[src/rtl/ldq_pkg.sv]
package ldq_pkg;
  localparam int unsigned WORD_W      = 32;
  localparam int unsigned LEN_EXT_W   = 20;
  localparam int unsigned LEN_LEG_W   = 16;
  localparam int unsigned F_OWN       = 0;
  localparam int unsigned F_BYP       = 2;
  localparam int unsigned F_ZLP_EXT   = 6;
  localparam int unsigned F_IOC       = 7;
  localparam int unsigned F_ZLP_LEG   = 29;
  localparam int unsigned NXT_LEG_LSB = 20;
  localparam int unsigned BUF_LEG_LSB = 16;
  localparam int unsigned NXT_EXT_LSB = 28;
  localparam int unsigned BUF_EXT_LSB = 24;

  typedef enum logic [3:0] {
    S_IDLE, S_F0, S_F1, S_F2, S_F3, S_F4, S_EVAL,
    S_XFER, S_ZLP, S_WB3, S_WB0, S_ADV, S_PARK
  } ldq_state_e;
endpackage

[src/rtl/ldq_desc_decode.sv]
module ldq_desc_decode
  import ldq_pkg::*;
#(
  parameter int unsigned HI_W = 4
) (
  input  logic                 ext_i,
  input  logic                 tx_i,
  input  logic [WORD_W-1:0]    w0_i,
  input  logic [WORD_W-1:0]    w3_i,
  input  logic [LEN_EXT_W-1:0] act_i,
  output logic                 own_o,
  output logic                 byp_o,
  output logic                 ioc_o,
  output logic                 zlp_o,
  output logic [LEN_EXT_W-1:0] data_len_o,
  output logic [LEN_EXT_W-1:0] buf_len_o,
  output logic [HI_W-1:0]      next_hi_o,
  output logic [HI_W-1:0]      buf_hi_o,
  output logic [WORD_W-1:0]    w3_wb_o
);
  logic [WORD_W-1:0] hi_src;

  // transmit keeps the address nibbles in the flag word, receive in the length word
  assign hi_src = tx_i ? w0_i : w3_i;

  assign own_o = w0_i[F_OWN];
  assign byp_o = w0_i[F_BYP];
  assign ioc_o = w0_i[F_IOC];
  assign zlp_o = tx_i & (ext_i ? w0_i[F_ZLP_EXT] : w3_i[F_ZLP_LEG]);

  assign next_hi_o = ext_i ? hi_src[NXT_EXT_LSB +: HI_W] : hi_src[NXT_LEG_LSB +: HI_W];
  assign buf_hi_o  = ext_i ? hi_src[BUF_EXT_LSB +: HI_W] : hi_src[BUF_LEG_LSB +: HI_W];

  assign data_len_o = ext_i ? w3_i[LEN_EXT_W-1:0]
                            : LEN_EXT_W'(w3_i[LEN_LEG_W-1:0]);
  assign buf_len_o  = ext_i ? w0_i[WORD_W-1 -: LEN_EXT_W]
                            : LEN_EXT_W'(w0_i[WORD_W-1 -: LEN_LEG_W]);

  assign w3_wb_o = ext_i ? {w3_i[WORD_W-1:LEN_EXT_W], act_i}
                         : {w3_i[WORD_W-1:LEN_LEG_W], act_i[LEN_LEG_W-1:0]};
endmodule

[src/rtl/ldq_beat_ctr.sv]
module ldq_beat_ctr #(
  parameter int unsigned LEN_W = 20
) (
  input  logic             clk_i,
  input  logic             rst_ni,
  input  logic             load_i,
  input  logic [LEN_W-1:0] len_i,
  input  logic             run_i,
  input  logic             ready_i,
  output logic             beat_o,
  output logic             empty_o
);
  logic [LEN_W-1:0] rem_q;

  assign empty_o = (rem_q == '0);
  assign beat_o  = run_i & ready_i & ~empty_o;

  always_ff @(posedge clk_i or negedge rst_ni) begin
    if (!rst_ni)      rem_q <= '0;
    else if (load_i)  rem_q <= len_i;
    else if (beat_o)  rem_q <= rem_q - 1'b1;
  end
endmodule

[src/rtl/ldq_dma_engine.sv]
module ldq_dma_engine
  import ldq_pkg::*;
#(
  parameter int unsigned HI_W  = 4,
  parameter int unsigned LEN_W = LEN_EXT_W,
  localparam int unsigned AW   = WORD_W + HI_W
) (
  input  logic              clk_i,
  input  logic              rst_ni,
  input  logic              ext_mode_i,
  input  logic              dir_tx_i,
  input  logic [AW-1:0]     start_addr_i,
  input  logic              cmd_start_i,
  input  logic              cmd_stop_i,
  input  logic              cmd_resume_i,
  input  logic              done_clr_i,
  output logic              active_o,
  output logic [AW-1:0]     cur_addr_o,
  output logic              len_err_o,
  output logic              done_irq_o,
  output logic              mem_req_o,
  output logic              mem_we_o,
  output logic [AW-1:0]     mem_addr_o,
  output logic [WORD_W-1:0] mem_wdata_o,
  input  logic [WORD_W-1:0] mem_rdata_i,
  input  logic [LEN_W-1:0]  rx_len_i,
  input  logic              str_ready_i,
  output logic              str_beat_o,
  output logic              str_zlp_o,
  output logic [AW-1:0]     buf_addr_o
);
  ldq_state_e state_q, state_d;
  logic [AW-1:0]     cur_q;
  logic [WORD_W-1:0] w0_q, w1_q, w2_q, w3_q;
  logic [LEN_W-1:0]  act_q;
  logic              active_q, err_q, irq_q;

  logic              own, byp, ioc, zlp;
  logic [LEN_W-1:0]  data_len, buf_len, rx_eff, xfer_len;
  logic [HI_W-1:0]   next_hi, buf_hi;
  logic [WORD_W-1:0] w3_wb;
  logic              ctr_empty, ctr_load, lz_err;

  ldq_desc_decode #(.HI_W(HI_W)) u_dec (
    .ext_i      (ext_mode_i),
    .tx_i       (dir_tx_i),
    .w0_i       (w0_q),
    .w3_i       (w3_q),
    .act_i      (act_q),
    .own_o      (own),
    .byp_o      (byp),
    .ioc_o      (ioc),
    .zlp_o      (zlp),
    .data_len_o (data_len),
    .buf_len_o  (buf_len),
    .next_hi_o  (next_hi),
    .buf_hi_o   (buf_hi),
    .w3_wb_o    (w3_wb)
  );

  assign rx_eff   = (rx_len_i < buf_len) ? rx_len_i : buf_len;
  assign xfer_len = dir_tx_i ? data_len : rx_eff;
  assign ctr_load = (state_q == S_EVAL);
  assign lz_err   = dir_tx_i & ~ext_mode_i & (data_len == '0);

  ldq_beat_ctr #(.LEN_W(LEN_W)) u_ctr (
    .clk_i   (clk_i),
    .rst_ni  (rst_ni),
    .load_i  (ctr_load),
    .len_i   (xfer_len),
    .run_i   (state_q == S_XFER),
    .ready_i (str_ready_i),
    .beat_o  (str_beat_o),
    .empty_o (ctr_empty)
  );

  always_comb begin
    state_d = state_q;
    unique case (state_q)
      S_F0:   state_d = S_F1;
      S_F1:   state_d = S_F2;
      S_F2:   state_d = S_F3;
      S_F3:   state_d = S_F4;
      S_F4:   state_d = S_EVAL;
      S_EVAL: begin
        if (!own)        state_d = S_PARK;
        else if (byp)    state_d = S_ADV;
        else if (lz_err) state_d = S_PARK;
        else             state_d = S_XFER;
      end
      S_XFER: if (ctr_empty) state_d = zlp ? S_ZLP : S_WB3;
      S_ZLP:  state_d = S_WB3;
      S_WB3:  state_d = S_WB0;
      S_WB0:  state_d = S_ADV;
      S_ADV:  state_d = S_F0;
      S_PARK: if (cmd_resume_i) state_d = S_F0;
      default: ;
    endcase
    if (cmd_stop_i)       state_d = S_IDLE;
    else if (cmd_start_i) state_d = S_F0;
  end

  always_comb begin
    mem_req_o   = 1'b0;
    mem_we_o    = 1'b0;
    mem_addr_o  = cur_q;
    mem_wdata_o = '0;
    unique case (state_q)
      S_F0: mem_req_o = 1'b1;
      S_F1: begin mem_req_o = 1'b1; mem_addr_o = cur_q + AW'(4);  end
      S_F2: begin mem_req_o = 1'b1; mem_addr_o = cur_q + AW'(8);  end
      S_F3: begin mem_req_o = 1'b1; mem_addr_o = cur_q + AW'(12); end
      S_WB3: begin
        mem_req_o   = 1'b1;
        mem_we_o    = 1'b1;
        mem_addr_o  = cur_q + AW'(12);
        mem_wdata_o = w3_wb;
      end
      S_WB0: begin
        mem_req_o   = 1'b1;
        mem_we_o    = 1'b1;
        mem_wdata_o = w0_q & ~(WORD_W'(1) << F_OWN);
      end
      default: ;
    endcase
  end

  always_ff @(posedge clk_i or negedge rst_ni) begin
    if (!rst_ni) begin
      state_q  <= S_IDLE;
      cur_q    <= '0;
      w0_q     <= '0;
      w1_q     <= '0;
      w2_q     <= '0;
      w3_q     <= '0;
      act_q    <= '0;
      active_q <= 1'b0;
      err_q    <= 1'b0;
      irq_q    <= 1'b0;
    end else begin
      state_q <= state_d;
      if (state_q == S_F1) w0_q <= mem_rdata_i;
      if (state_q == S_F2) w1_q <= mem_rdata_i;
      if (state_q == S_F3) w2_q <= mem_rdata_i;
      if (state_q == S_F4) w3_q <= mem_rdata_i;
      if (state_q == S_EVAL) act_q <= xfer_len;

      if (cmd_stop_i)       active_q <= 1'b0;
      else if (cmd_start_i) active_q <= 1'b1;

      if (!cmd_stop_i && cmd_start_i)          cur_q <= start_addr_i;
      else if (!cmd_stop_i && state_q == S_ADV) cur_q <= {next_hi, w1_q};

      if (cmd_stop_i || cmd_start_i)                 err_q <= 1'b0;
      else if (state_q == S_PARK && cmd_resume_i)    err_q <= 1'b0;
      else if (state_q == S_EVAL && own && !byp && lz_err) err_q <= 1'b1;

      // a completion in the clear cycle keeps the flag set
      if (state_q == S_ADV && ioc && !byp && !cmd_stop_i) irq_q <= 1'b1;
      else if (done_clr_i)                                irq_q <= 1'b0;
    end
  end

  assign active_o   = active_q;
  assign cur_addr_o = cur_q;
  assign len_err_o  = err_q;
  assign done_irq_o = irq_q;
  assign str_zlp_o  = (state_q == S_ZLP);
  assign buf_addr_o = {buf_hi, w2_q};

  // beats seen since the last evaluation, for the length check below
  logic [LEN_W-1:0] beat_seen_q;
  always_ff @(posedge clk_i or negedge rst_ni) begin
    if (!rst_ni)                 beat_seen_q <= '0;
    else if (state_q == S_EVAL)  beat_seen_q <= '0;
    else if (str_beat_o)         beat_seen_q <= beat_seen_q + 1'b1;
  end

  AST_START_LOADS: assert property (@(posedge clk_i) disable iff (!rst_ni)
    (cmd_start_i && !cmd_stop_i) |=> (active_o && cur_addr_o == $past(start_addr_i)));
  AST_STOP_HALTS: assert property (@(posedge clk_i) disable iff (!rst_ni)
    cmd_stop_i |=> (!active_o && !mem_req_o && !str_beat_o));
  AST_PARK_HOLDS: assert property (@(posedge clk_i) disable iff (!rst_ni)
    (state_q == S_PARK && !cmd_resume_i && !cmd_start_i) |=> ($stable(cur_q) && !mem_req_o));
  AST_CUR_ONLY_ON_ADV: assert property (@(posedge clk_i) disable iff (!rst_ni)
    (!cmd_start_i && state_q != S_ADV) |=> $stable(cur_q));
  AST_ADV_AFTER_WB: assert property (@(posedge clk_i) disable iff (!rst_ni)
    (state_q == S_ADV) |-> ($past(state_q) == S_WB0 || $past(state_q) == S_EVAL));
  AST_BEATS_MATCH_LEN: assert property (@(posedge clk_i) disable iff (!rst_ni)
    (state_q == S_WB3) |-> (beat_seen_q == act_q));
  AST_IRQ_SOURCE: assert property (@(posedge clk_i) disable iff (!rst_ni)
    $rose(done_irq_o) |-> $past(state_q == S_ADV));
endmodule

[config.mk]
export PLATFORM = sky130hd
export DESIGN_NAME = ldq_dma_engine
export DESIGN_NICKNAME = d
export VERILOG_FILES = /design/src/rtl/ldq_pkg.sv /design/src/rtl/ldq_desc_decode.sv /design/src/rtl/ldq_beat_ctr.sv /design/src/rtl/ldq_dma_engine.sv
export SDC_FILE = /design/constraint.sdc
export NUM_CORES = 1
export LEC_CHECK = 0
export BUFFER_PORTS_ARGS = -buffer_cell sky130_fd_sc_hd__buf_2
export CAP_MARGIN = 20
export CORE_UTILIZATION = 50
export CTS_BUF_LIST = sky130_fd_sc_hd__clkbuf_16
export DETAILED_ROUTE_END_ITERATION = 6
export PLACE_DENSITY = 0.74
export RECOVER_POWER = 25
export SETUP_SLACK_MARGIN = 0.5
export SYNTH_ARGS = -nofsm -noshare
export SYNTH_HDL_FRONTEND = slang
export SYNTH_SLANG_ARGS = --single-unit
[constraint.sdc]
create_clock -name clk_i -period 5 [get_ports clk_i]
set_input_delay 1.5 -clock clk_i [delete_from_list [all_inputs] [get_ports clk_i]]
set_output_delay 1.5 -clock clk_i [all_outputs]
set_load 0.05 [all_outputs]
==> qor.yml <==
global_route:
  grtUsageTotal_pct: 30.3
  antenna_found_initial: 0
  grt_overflow: 0
  grt_pass1_vias: 9930
  grt_max_degree: 114
  grt_pass1_wl_mm: 56.2
cts:
  cts_tree: "yes"
  holdBufCountCts: 0
  clockBufferDepth: 3
  cts_sinks: 211
  cts_root_buffer: "clkbuf_16"
  cts_made_buffers: 23
  ctsHtreeMaxLevel: 1
  path_clk_slew_ns: 0.06
  clock_latency_ns: 0.51
floorplan:
  rows: 55
  start_util_pct: 51.0
  dieArea_um2: 23600
  die_w_um: 154
  ios: 244
  coreArea_um2: 22600
  fp.dieH_um: 154
logic_synthesis:
  synthTopCellsByArea: "dfrtp_1, nand2_1, mux2_2, nor2_1, mux2i_1"
  synth_top_flop_cell: "dfrtp_1"
  yosys.area.top_type: "dfrtp_1"
  ys_types: 80
  ys_warn_count: 0
  ys_async_sr_fraction_pct: 100
  ys_seq_elements: 211
  synth_area_per_cell_um2: 9.51
  syn_nets: 1330
  synth_cells: 1210
  synth_top_area_share_pct: 45.9
  ys_seq_area_share_pct: 45.9
  synth_area_um2: 11500
  synth-edff-count: 0
outcome:
  outcome: "finished with violations"
  violations: "max-capacitance violations, max-slew violations"
setup_path:
  r2r_setup_slack_ns: 2.10
  cp.arrival_ns: 3.47
  path_cells: "or4b_4 > nand2_4 > inv_2 > fa_2 > nor4b_4 > a31oi_1 > o22ai_2 > nand4_1 > or4_4 > o21ai_4 > buf_6"
  cp-start-kind: "flip-flop"
  reg2reg_from: "w0_q[26]$_DFFE_PN0P_"
  regToRegEndpoint: "act_q[16]$_DFFE_PN0P_"
  worst_path_largest_cell_delay_ns: 0.56
  worstPathMaxFanout: 4
  reg2reg_depth: 9
  path_delay_family: "simple AND/OR/NAND/NOR gates"
  cp.required_ns: 3.50
  startpoint: "state_q[1]$_DFFE_PN0P_"
  slowest_stage: "or4b_4"
  critical_path_class: "flip-flop to primary output"
  critical_path_buf_inv_count: 2
  cp-end-kind: "primary output"
sta:
  setup_tns_ns: 0
  fin_worst_skew_ns: 0.0224
  layout_min_cycle_time_ns: 4.97
  fmax_mhz: 201
  maxSlewHeadroom_pct: -6.21
  slew_violations: 33
  rsz0062_at_grt: "true"
  setup_violations: 0
  hold_viol: 0
  worst_slew_pin_slew_ns: 1.59
  period_share_pct: 99.3
layout:
  n_antenna_cell: 0
  drive_above_1_share_pct: 30.5
  layout.nets: 1568
  syn2layout_area_growth_pct: 24.1
  nFillCells: 1909
routing:
  viasPerCell: 5.99
  drt_iter0_drc: 905
  via_count: 10500
  ant_nets: 0
  wl_per_cell_um: 20.9
  routed_wl_mm: 36.4
  drt-pass1-iter-count: 5
  drc: 0
placement:
  port_buffers: 243
  dpl.hpwl_mm: 26.8
  gp_congestion: 0.980
worst_hold_path:
  hold_end: "w2_q[10]$_DFFE_PN0P_"
  hp-class: "flip-flop to flip-flop"
  hold_path_depth: 2
  hp-start: "w2_q[10]$_DFFE_PN0P_"
flow_run:
  cap_viol_max_count: 1
pwr:
  power_mw: 6.07
  power.density_nw_per_um2: 425
  ir_drop_mv: 0.196
  p_leak_nw: 6.87
[sequential cells by signal, summed over array words and instances, names as in the netlist]
register,cells
w0_q,32
w3_q,32
done_irq_o,1
u_ctr.rem_q,20
state_q,4
w1_q,32
act_q,20
cur_addr_o,36
w2_q,32
len_err_o,1
active_o,1
[routing by layer]
| layer | vias to the layer above | global-route usage (%) | share of wire [%] |
|---|---|---|---|
| met4 | 0 | 7.38 | 2.5 |
| met1 | 5087 | 42.5 | 43 |
| met2 | 521 | 49.7 | 47 |
| li1 | 4780 | - | - |
| met5 | - | 0 | 0 |
| met3 | 69 | 4.57 | 7.9 |
[how the worst max path moves through the flow]
stage,endpoint,slack (ns),depth (start not counted)
6_report,mem_addr_o[32],0.03,11
5_1_grt,mem_addr_o[32],-0.11,11
4_1_cts,mem_addr_o[32],0.01,11
3_5_place_dp,mem_addr_o[34],0.12,11
3_3_place_gp,mem_addr_o[34],0.18,11
2_1_floorplan,mem_addr_o[18],0.31,12
[cell usage in the layout, fill, tap and decap left out, types with 22 or more instances in the layout]
cell and count:
mux2_2 65, nand2_1 247, ha_1 22, dfrtp_1 211
a22o_1 29, buf_2 213, buf_4 47, clkbuf_16 23
o22ai_1 36, a21oi_1 57, inv_1 25, mux2i_1 44
nor2_1 113
[report_power, final]
part	internal [mW]	switching, mW
combinational	0.666	1.35
clock	0.880	0.681
sequential	2.10	0.398
[repair_timing]
action                     4_1_cts  5_1_grt
pin swaps                        7        4
setup endpoints to repair       24       33
setup buffers                    5        2
resized for setup               55       14
[layout make-up]
class                      instances  area [µm²]  area share (%)
tap                              285         357            2.50
sequential                       211        5280            37.0
clock inverter                    14        92.6           0.648
inverter                          24        90.1           0.631
multi-input combinational        906        6220            43.6
timing repair buffer             282        1660            11.6
clock buffer                      23         576            4.03
[cells by family (layout without fill, tap and decap cells)]
| family | count (synthesis) | count (layout) | share of synthesized area [%] |
|---|---|---|---|
| mux | 119 | 119 | 11.9 |
| compound gates | 218 | 218 | 12.8 |
| xor+xnor | 41 | 41 | 3.12 |
| simple gates | 505 | 505 | 20.3 |
| fa+ha+maj | 23 | 23 | 2.57 |
| buf+inv | 93 | 343 | 3.34 |
| flops | 211 | 211 | 45.9 |
[synthesized netlist by cell type (all sizes together), types with 19 or more instances]
| library cell | count |
|---|---|
| nand2 | 248 |
| dfrtp | 211 |
| nor2 | 118 |
| mux2 | 67 |
| a21oi | 59 |
| clkbuf | 48 |
| mux2i | 44 |
| o22ai | 37 |
| a22o | 29 |
| inv | 24 |
| xnor2 | 24 |
| ha | 22 |
| buf | 21 |
| nand3 | 20 |
| o21ai | 19 |
[metrics by stage]
stage	setup WS [ns]	hold slack [ns]	area (µm²)	util, %	std cells
floorplan	0.307	0.445	11700	-	1210
global placement	0.183	0.455	13300	58.8	1700
detailed placement	0.121	0.462	13300	58.8	1700
CTS	0.0139	0.476	14200	62.8	1742
global route	-0.107	0.494	14300	63.3	1745
finish	0.0330	0.474	14300	63.3	1745
[worst register-to-register path, cell delays in order (launching register included)]
cell,delay [ns]
dfrtp_1,0.45
mux2i_1,0.23
ha_1,0.30
a41oi_1,0.22
o21ai_0,0.11
a221oi_1,0.41
o211a_1,0.26
buf_12,0.19
mux2_1,0.40
o211ai_1,0.21
No activity file was read; power rests on OpenSTA's default activity.
